[config.mk]
export PLATFORM = sky130hd
export DESIGN_NAME = pfl_ctrl
export DESIGN_NICKNAME = d
export VERILOG_FILES = /design/src/rtl/pfl_pkg.sv /design/src/rtl/pfl_sync.sv /design/src/rtl/pfl_pair_rst.sv /design/src/rtl/pfl_oc_latch.sv /design/src/rtl/pfl_glob_latch.sv /design/src/rtl/pfl_ctrl.sv
export SDC_FILE = /design/constraint.sdc
export NUM_CORES = 1
export LEC_CHECK = 0
export CAP_MARGIN = 5
export CORE_ASPECT_RATIO = 0.6
export CORE_MARGIN = 10
export CORE_UTILIZATION = 31
export CTS_BUF_LIST = sky130_fd_sc_hd__clkbuf_16
export CTS_CLUSTER_DIAMETER = 200
export DETAILED_ROUTE_END_ITERATION = 6
export DONT_BUFFER_PORTS = 1
export PLACE_DENSITY = 0.56
export SLEW_MARGIN = 40
export SYNTH_ARGS = -nofsm -noshare
export SYNTH_HDL_FRONTEND = slang
export SYNTH_SLANG_ARGS = --single-unit
[constraint.sdc]
create_clock -name clk_i -period 2.9 [get_ports clk_i]
set_input_delay 0.145 -clock clk_i [delete_from_list [all_inputs] [get_ports clk_i]]
set_output_delay 0.145 -clock clk_i [all_outputs]
set_load 0.005 [all_outputs]
[src/rtl/pfl_pkg.sv]
package pfl_pkg;
  localparam int unsigned PFL_PAIRS_DEF = 2;
  localparam int unsigned PFL_CPP_DEF   = 2;
  localparam int unsigned PFL_SYNC_DEF  = 2;

  function automatic int unsigned pair_of(input int unsigned ch, input int unsigned cpp);
    return ch / cpp;
  endfunction
endpackage

[src/rtl/pfl_sync.sv]
module pfl_sync #(
  parameter int unsigned W       = 1,
  parameter int unsigned STAGES  = 2,
  parameter logic [W-1:0] RST_VAL = '0
) (
  input  logic         clk_i,
  input  logic         rst_ni,
  input  logic [W-1:0] d_i,
  output logic [W-1:0] q_o
);
  logic [W-1:0] stg_q [STAGES];

  always_ff @(posedge clk_i or negedge rst_ni) begin
    if (!rst_ni) begin
      for (int i = 0; i < STAGES; i++) stg_q[i] <= RST_VAL;
    end else begin
      stg_q[0] <= d_i;
      for (int i = 1; i < STAGES; i++) stg_q[i] <= stg_q[i-1];
    end
  end

  assign q_o = stg_q[STAGES-1];
endmodule

[src/rtl/pfl_pair_rst.sv]
module pfl_pair_rst #(
  parameter int unsigned STAGES = 2
) (
  input  logic clk_i,
  input  logic rst_ni,
  input  logic pair_rst_ni,
  output logic en_o,
  output logic rise_o
);
  logic rel_s;
  logic en_q;

  pfl_sync #(.W(1), .STAGES(STAGES), .RST_VAL(1'b0)) u_sync (
    .clk_i  (clk_i),
    .rst_ni (rst_ni),
    .d_i    (pair_rst_ni),
    .q_o    (rel_s)
  );

  // en_q doubles as the previous-value flop for edge detection
  always_ff @(posedge clk_i or negedge rst_ni) begin
    if (!rst_ni) en_q <= 1'b0;
    else         en_q <= rel_s;
  end

  assign rise_o = rel_s & ~en_q;
  assign en_o   = en_q;

  AST_RISE_PULSE: assert property (@(posedge clk_i) disable iff (!rst_ni)
    rise_o |=> !rise_o);
  AST_EN_AFTER_RISE: assert property (@(posedge clk_i) disable iff (!rst_ni)
    rise_o |=> en_o);
endmodule

[src/rtl/pfl_oc_latch.sv]
module pfl_oc_latch (
  input  logic clk_i,
  input  logic rst_ni,
  input  logic cond_i,
  input  logic rise_i,
  output logic lat_o
);
  logic lat_q;

  // set dominates; clear needs edge with condition absent
  always_ff @(posedge clk_i or negedge rst_ni) begin
    if (!rst_ni) lat_q <= 1'b0;
    else         lat_q <= cond_i | (lat_q & ~(rise_i & ~cond_i));
  end

  assign lat_o = lat_q;

  AST_OC_SET: assert property (@(posedge clk_i) disable iff (!rst_ni)
    cond_i |=> lat_q);
  AST_OC_HOLD_NO_EDGE: assert property (@(posedge clk_i) disable iff (!rst_ni)
    (lat_q && !rise_i) |=> lat_q);
  AST_OC_HOLD_COND: assert property (@(posedge clk_i) disable iff (!rst_ni)
    (lat_q && cond_i) |=> lat_q);
  AST_OC_CLEAR_CAUSE: assert property (@(posedge clk_i) disable iff (!rst_ni)
    $fell(lat_q) |-> ($past(rise_i) && !$past(cond_i)));
endmodule

[src/rtl/pfl_glob_latch.sv]
module pfl_glob_latch #(
  parameter int unsigned PAIRS = 2
) (
  input  logic             clk_i,
  input  logic             rst_ni,
  input  logic             cond_i,
  input  logic [PAIRS-1:0] rise_i,
  output logic             lat_o
);
  logic             lat_q, lat_d;
  logic [PAIRS-1:0] arm_q, arm_d;

  always_comb begin
    if (cond_i || !lat_q) arm_d = '0;
    else                  arm_d = arm_q | rise_i;
    lat_d = cond_i | (lat_q & ~(&arm_d));
  end

  always_ff @(posedge clk_i or negedge rst_ni) begin
    if (!rst_ni) begin
      lat_q <= 1'b0;
      arm_q <= '0;
    end else begin
      lat_q <= lat_d;
      arm_q <= lat_d ? arm_d : '0;
    end
  end

  assign lat_o = lat_q;

  AST_GLOB_SET: assert property (@(posedge clk_i) disable iff (!rst_ni)
    cond_i |=> lat_q);
  AST_GLOB_CLR_QUIET: assert property (@(posedge clk_i) disable iff (!rst_ni)
    $fell(lat_q) |-> !$past(cond_i));
  AST_GLOB_HOLD_NO_EDGE: assert property (@(posedge clk_i) disable iff (!rst_ni)
    (lat_q && rise_i == '0) |=> lat_q);
endmodule

[src/rtl/pfl_ctrl.sv]
module pfl_ctrl #(
  parameter int unsigned N_PAIRS     = pfl_pkg::PFL_PAIRS_DEF,
  parameter int unsigned CH_PER_PAIR = pfl_pkg::PFL_CPP_DEF,
  parameter int unsigned SYNC_STAGES = pfl_pkg::PFL_SYNC_DEF
) (
  input  logic                             clk_i,
  input  logic                             rst_ni,
  input  logic [N_PAIRS*CH_PER_PAIR-1:0]   oc_i,
  input  logic                             therm_warn_i,
  input  logic                             therm_err_i,
  input  logic                             uv_i,
  input  logic [N_PAIRS-1:0]               pair_rst_ni,
  output logic [N_PAIRS*CH_PER_PAIR-1:0]   hiz_o,
  output logic [N_PAIRS-1:0]               oc_rpt_n_o,
  output logic                             glob_rpt_n_o,
  output logic                             warn_n_o
);
  localparam int unsigned N_CH   = N_PAIRS * CH_PER_PAIR;
  localparam int unsigned COND_W = N_CH + 3;

  logic [COND_W-1:0]  cond_s;
  logic [N_CH-1:0]    oc_s;
  logic               warn_s, terr_s, uv_s;
  logic [N_PAIRS-1:0] pair_en, pair_rise;
  logic [N_CH-1:0]    oc_lat;
  logic               glob_lat;
  logic               warn_q;

  pfl_sync #(.W(COND_W), .STAGES(SYNC_STAGES), .RST_VAL('0)) u_cond_sync (
    .clk_i  (clk_i),
    .rst_ni (rst_ni),
    .d_i    ({uv_i, therm_err_i, therm_warn_i, oc_i}),
    .q_o    (cond_s)
  );

  assign oc_s   = cond_s[N_CH-1:0];
  assign warn_s = cond_s[N_CH];
  assign terr_s = cond_s[N_CH+1];
  assign uv_s   = cond_s[N_CH+2];

  for (genvar p = 0; p < N_PAIRS; p++) begin : g_pair
    pfl_pair_rst #(.STAGES(SYNC_STAGES)) u_prst (
      .clk_i       (clk_i),
      .rst_ni      (rst_ni),
      .pair_rst_ni (pair_rst_ni[p]),
      .en_o        (pair_en[p]),
      .rise_o      (pair_rise[p])
    );

    assign oc_rpt_n_o[p] = ~|oc_lat[p*CH_PER_PAIR +: CH_PER_PAIR];

    AST_RPT_IMPLIES_HIZ: assert property (@(posedge clk_i) disable iff (!rst_ni)
      !oc_rpt_n_o[p] |-> |hiz_o[p*CH_PER_PAIR +: CH_PER_PAIR]);
    AST_PAIR_OFF_HIZ: assert property (@(posedge clk_i) disable iff (!rst_ni)
      !pair_en[p] |-> &hiz_o[p*CH_PER_PAIR +: CH_PER_PAIR]);
  end

  for (genvar c = 0; c < N_CH; c++) begin : g_ch
    localparam int unsigned PIDX = pfl_pkg::pair_of(c, CH_PER_PAIR);

    pfl_oc_latch u_oc (
      .clk_i  (clk_i),
      .rst_ni (rst_ni),
      .cond_i (oc_s[c]),
      .rise_i (pair_rise[PIDX]),
      .lat_o  (oc_lat[c])
    );

    assign hiz_o[c] = oc_lat[c] | glob_lat | ~pair_en[PIDX];
  end

  pfl_glob_latch #(.PAIRS(N_PAIRS)) u_glob (
    .clk_i  (clk_i),
    .rst_ni (rst_ni),
    .cond_i (terr_s | uv_s),
    .rise_i (pair_rise),
    .lat_o  (glob_lat)
  );

  // register keeps warning latency equal to the fault paths
  always_ff @(posedge clk_i or negedge rst_ni) begin
    if (!rst_ni) warn_q <= 1'b0;
    else         warn_q <= warn_s;
  end

  assign warn_n_o     = ~warn_q;
  assign glob_rpt_n_o = ~glob_lat;

  AST_GLOB_ALL_HIZ: assert property (@(posedge clk_i) disable iff (!rst_ni)
    !glob_rpt_n_o |-> &hiz_o);
  AST_WARN_FOLLOWS: assert property (@(posedge clk_i) disable iff (!rst_ni)
    warn_s |=> !warn_n_o);
endmodule

Yosys cells after proc, flatten, opt, wreduce, memory -nomap -nowiden
Cells that the tools add are included.

Add/sub/neg operators: 0. Multiply operators: 0. Divide/modulo/power cells: 0. $lt $le $gt $ge: 0. Eq/ne operators: 0. Shift operators: 0. Multiplexer cells: 2. Bitwise operators: 39. Reduce and logical (&&, ||, !) cells: 7.

Operators with widths (count): 1-bit bitwise OR (14); 1-bit NOT (13); 1-bit AND (11); 2-bit 2-to-1 mux (2); 2-bit OR reduction (2); 1-bit logical NOT (3); 2-bit bitwise OR (1); 2-bit AND reduction (1); 1-bit logical OR (1).

Register bits after elaboration: 28. Latch bits: 0. Bits in writable memories: 0. Memory bits (read-only): 0. Input port bits: 11. Output and inout port bits: 8. Logic and storage cells: 63. Memories kept: 0.

Logic depth before layout (Yosys ltp)
Word-level depth: 9. Gate-level depth with buffers: 3. Gate-level depth less buffers: 3.

Cells and area by module
From an unflattened synthesis, not the netlist that was laid out.

Cells, all modules: 61. Area total of the unflattened synthesis: 922.1 sq um.

Modules (own cells, without submodules): pfl_sync (u_cond_sync) (instances 1, cells an instance 21, area an instance 402.9 sq um, seq. area each 350.3 sq um); pfl_oc_latch (instances 4, cells an instance 3, area an instance 36.3 sq um, seq. area each 25.0 sq um); pfl_glob_latch (instances 1, cells an instance 10, area an instance 115.1 sq um, seq. area each 75.1 sq um); pfl_sync (g_pair[0].u_prst.u_sync ...) (instances 2, cells an instance 2, area an instance 50.0 sq um, seq. area each 50.0 sq um); pfl_ctrl (instances 1, cells an instance 10, area an instance 81.3 sq um, seq. area each 25.0 sq um); pfl_pair_rst (instances 2, cells an instance 2, area an instance 38.8 sq um, seq. area each 25.0 sq um).

Worst setup path before layout
Ideal clock, no wire load.

Path kind: register -> register. From: register g_pair[1].u_prst.en_q. To: register u_glob.lat_q, in the netlist u_glob.lat_o. Library setup time: 124 ps. Data arrival time: 999 ps. Data required time: 2776 ps. Setup slack: 1777 ps. Cell stages (with the launch flop): 4. Buffers on the path: 0. Clock period less this slack: 1123 ps. Path through: dfrtp_1 > nor2b_1 > o22ai_1 > a211o_2.

Cells in the longest elaborated chain, start to end: 8.

Ends and longest elaborated chain: from (decl) (line pfl_pair_rst.sv:11) `logic en_q;`; from (signal assigned) (line pfl_pair_rst.sv:23) `else en_q <= rel_s;`; 1-bit NOT (line pfl_pair_rst.sv:26) `assign rise_o = rel_s & ~en_q;`; 1-bit AND (line pfl_pair_rst.sv:26); 2-bit bitwise OR (line pfl_glob_latch.sv:15) `else arm_d = arm_q | rise_i;`; 2-bit 2-to-1 mux (line pfl_glob_latch.sv:14) `if (cond_i || !lat_q) arm_d = '0;`; 2-bit AND reduction (line pfl_glob_latch.sv:16) `lat_d = cond_i | (lat_q & ~(&arm_d));`; 1-bit NOT (line pfl_glob_latch.sv:16); 1-bit AND (line pfl_glob_latch.sv:16); 1-bit bitwise OR (line pfl_glob_latch.sv:16); via u_glob.lat_d (line pfl_glob_latch.sv:10) `logic lat_q, lat_d;`; to (signal assigned) (line pfl_glob_latch.sv:24) `lat_q <= lat_d;`; to (decl) (line pfl_glob_latch.sv:10).

The timed path passes the listed nets, and every way through them passes these cells.

Worst setup path in the final report
Ends and elaborated chain as after synthesis.

==> flow_summary.ini <==
[placement]
port_buffers = 0
gp_congestion = 0.665
dp_cells = 85
dp_hpwl_um = 908
dpl_worst_slack_ns = 1.70

[sta]
rsz0062_at_grt = false
max_freq_mhz = 816
slew_headroom_pct = 83.5
fin_crit_ns = 1.23
final_max_slew_viol_count = 0
hold_viol = 0
tightestPinTransition_ns = 0.246
tns_ns = 0
finalWorstSetupSlack_ns = 1.67
period_share_pct = 42.3
finalSetupViolCount = 0
fin_skew_ns = 0.00163

[setup_path]
crit_end = u_glob.lat_o
rr_startpoint = g_pair[1].u_prst.en_o
cp-startpoint = g_pair[1].u_prst.en_o
slowest_delay_ns = 0.40
worst-path-buf-inv = 0
start_kind = flop
worstPathArrival_ns = 1.37
rrSetupSlack_ns = 1.67
reg2regPathDepth = 3
end_kind = flop
critPathMaxFanout = 4
slowest_stage = dfrtp_1
worst_ep_required_time_ns = 3.04
cp_cell_sequence = nor2b_1 > o22ai_1 > a211o_2
crit_type = flop to flop
worstReg2RegEnd = u_glob.lat_o
path_depth = 3
worst_path_dominant_cell_family = compound AO/OA/AOI/OAI gates

[clocking]
worst_skew_pair.late_latency_ns = 0.25
cts_tree = built
cts_root_buffer = clkbuf_16
clock-sinks = 28
clkTransAtPathRegs_ns = 0.06
clock_path_buffers = 2
post_cts_resized = 0
h-tree-depth = 1
cts_buffers = 3

[global_routing]
grt_max_degree = 29
grt_pass1_wl_um = 2410
grt_pass1_vias = 484
grtUsageMet3_pct = 3.48
use_met1_pct = 7.03
antenna_found_initial = 0
grt_usage_pct = 5.71
grt.met2_usage_pct = 8.37
grt-ovfl-total = 0
top_usage_layer = met2

[power_and_ir_drop]
irDropWorstVdd_mv = 0.529
finalPower_uw = 845
clkPwrFrac_pct = 46.2
p_int_uw = 703
power.switching_uw = 142
p_comb_share_pct = 4.1
power-per-cell-area_nw_per_um2 = 749
p_sw_share_pct = 16.8
p_leak_uw = 0.000493
seqPwrFrac_pct = 49.7

[detailed_routing]
drt_first_pass_iters = 2
via_per_inst = 4.30
wire_per_inst_um = 12.9
drc = 0
wl_um = 1290
ant_nets = 0
num_vias = 430
drt_iter0_drc = 26

[yosys]
yosys_warnings = 0
netlist_area_um2 = 863
synth.avg_cell_area_um2 = 16.3
synthCells = 53
yosysUniqueCellTypes = 13
ys_ff_latch = 28
synth_nets = 64
seq_area_frac_synth_pct = 81.2

[layout]
fin_nets = 80
layout_commonest_cell = dfrtp_1
layout-drive-gt1-share_pct = 14.7
fin_util_pct = 43.8
final_cell_mix = dfrtp_1 (28), dlygate4sd3_1 (10), nor2_1 (4), a21o_1 (4)
syn2layout_area_growth_pct = 30.7
instances_no_fill = 100
antenna_cells = 0

[hold_path]
hold_class = input port to async pin

[die]
die_h_um = 60.9
coreArea_um2 = 2570
die_w_um = 88.1
initial_core_util_pct = 33.5
dieArea_um2 = 5360
num_rows = 14
ios = 19

[status]
outcome = completed

[job]
max_cap_violations = 0
## power groups by stage
| stage | clock network (µW) | logic [µW] | registers [µW] |
|---|---|---|---|
| after detailed placement | 0 | 14.3 | 427 |
| after global routing | 419 | 39.8 | 422 |
| after floorplan | 0 | 12.4 | 424 |
| after CTS | 400 | 35.8 | 420 |
| after global placement | 0 | 14.1 | 426 |
| final | 391 | 34.8 | 420 |
## how the worst min path moves through the flow
| stage | start | end | cells after the start |
|---|---|---|---|
| after global placement | rst_ni | u_cond_sync.stg_q[10] | 0 |
| final | rst_ni | u_cond_sync.stg_q[9] | 2 |
| after floorplan | rst_ni | g_ch[0].u_oc.lat_o | 0 |
| after CTS | rst_ni | u_cond_sync.stg_q[10] | 2 |
| after detailed placement | rst_ni | u_cond_sync.stg_q[10] | 0 |
| after global routing | rst_ni | u_cond_sync.stg_q[10] | 2 |
## area by class of cell
class	count	area, µm²
fillers	232	1450
repair buffers	11	120
clock buffers	3	75.1
well taps	32	40.0
clock inverters	1	30.0
multi-input cells	21	148
flip-flops and latches	28	701
inverters	4	15.0
## cells in the mapped netlist, drive strengths merged
library cell	count	share of area [%]
dfrtp	28	81
a21o	4	3.5
nor2	4	1.7
inv	4	1.7
or3	1	1.3
nor4	2	2.9
nand3b	2	1.7
o22ai	1	0.73
a211o	1	1.2
nand3	2	1.2
nor2b	2	1.4
nand2b	2	1.4
## registers in the layout, indices dropped and copies added, names as in the netlist
signal and count:
g_pair.u_prst.u_sync.stg_q 2, u_glob.arm_q 2, g_ch.u_oc.lat_o 4, u_glob.lat_o 1
u_cond_sync.stg_q 7, warn_q 1, g_pair.u_prst.u_sync.q_o 2, u_cond_sync.q_o 7
g_pair.u_prst.en_o 2
## kinds of logic (layout without fill, tap and decap cells)
logic type / Yosys count / count (layout) / synth area share, %
AOI/OAI and AO/OA: 6 / 6 / 5.36
DFF: 28 / 28 / 81.2
and+or+nand+nor: 15 / 15 / 11.7
buffers and inverters: 4 / 19 / 1.74
## per-stage QoR
stage	hold WS, ns	instance area (µm²)
after global placement	-0.150	903
after floorplan	-0.151	863
after CTS	0.318	1130
after detailed placement	-0.150	903
final	0.316	1130
after global routing	0.337	1130
## what timing repair did
item,CTS,global route
endpoints found under the hold margin,37,0
hold buffers,11,0
buffers inserted,0,0
endpoints found under the setup margin,0,0
## per-layer routing
metal  wire, µm  vias up
met4          9        0
met1        599      212
li1           -      206
met5          0        -
met3         98        2
met2        585       10
Power figures use the tool's default switching activity.
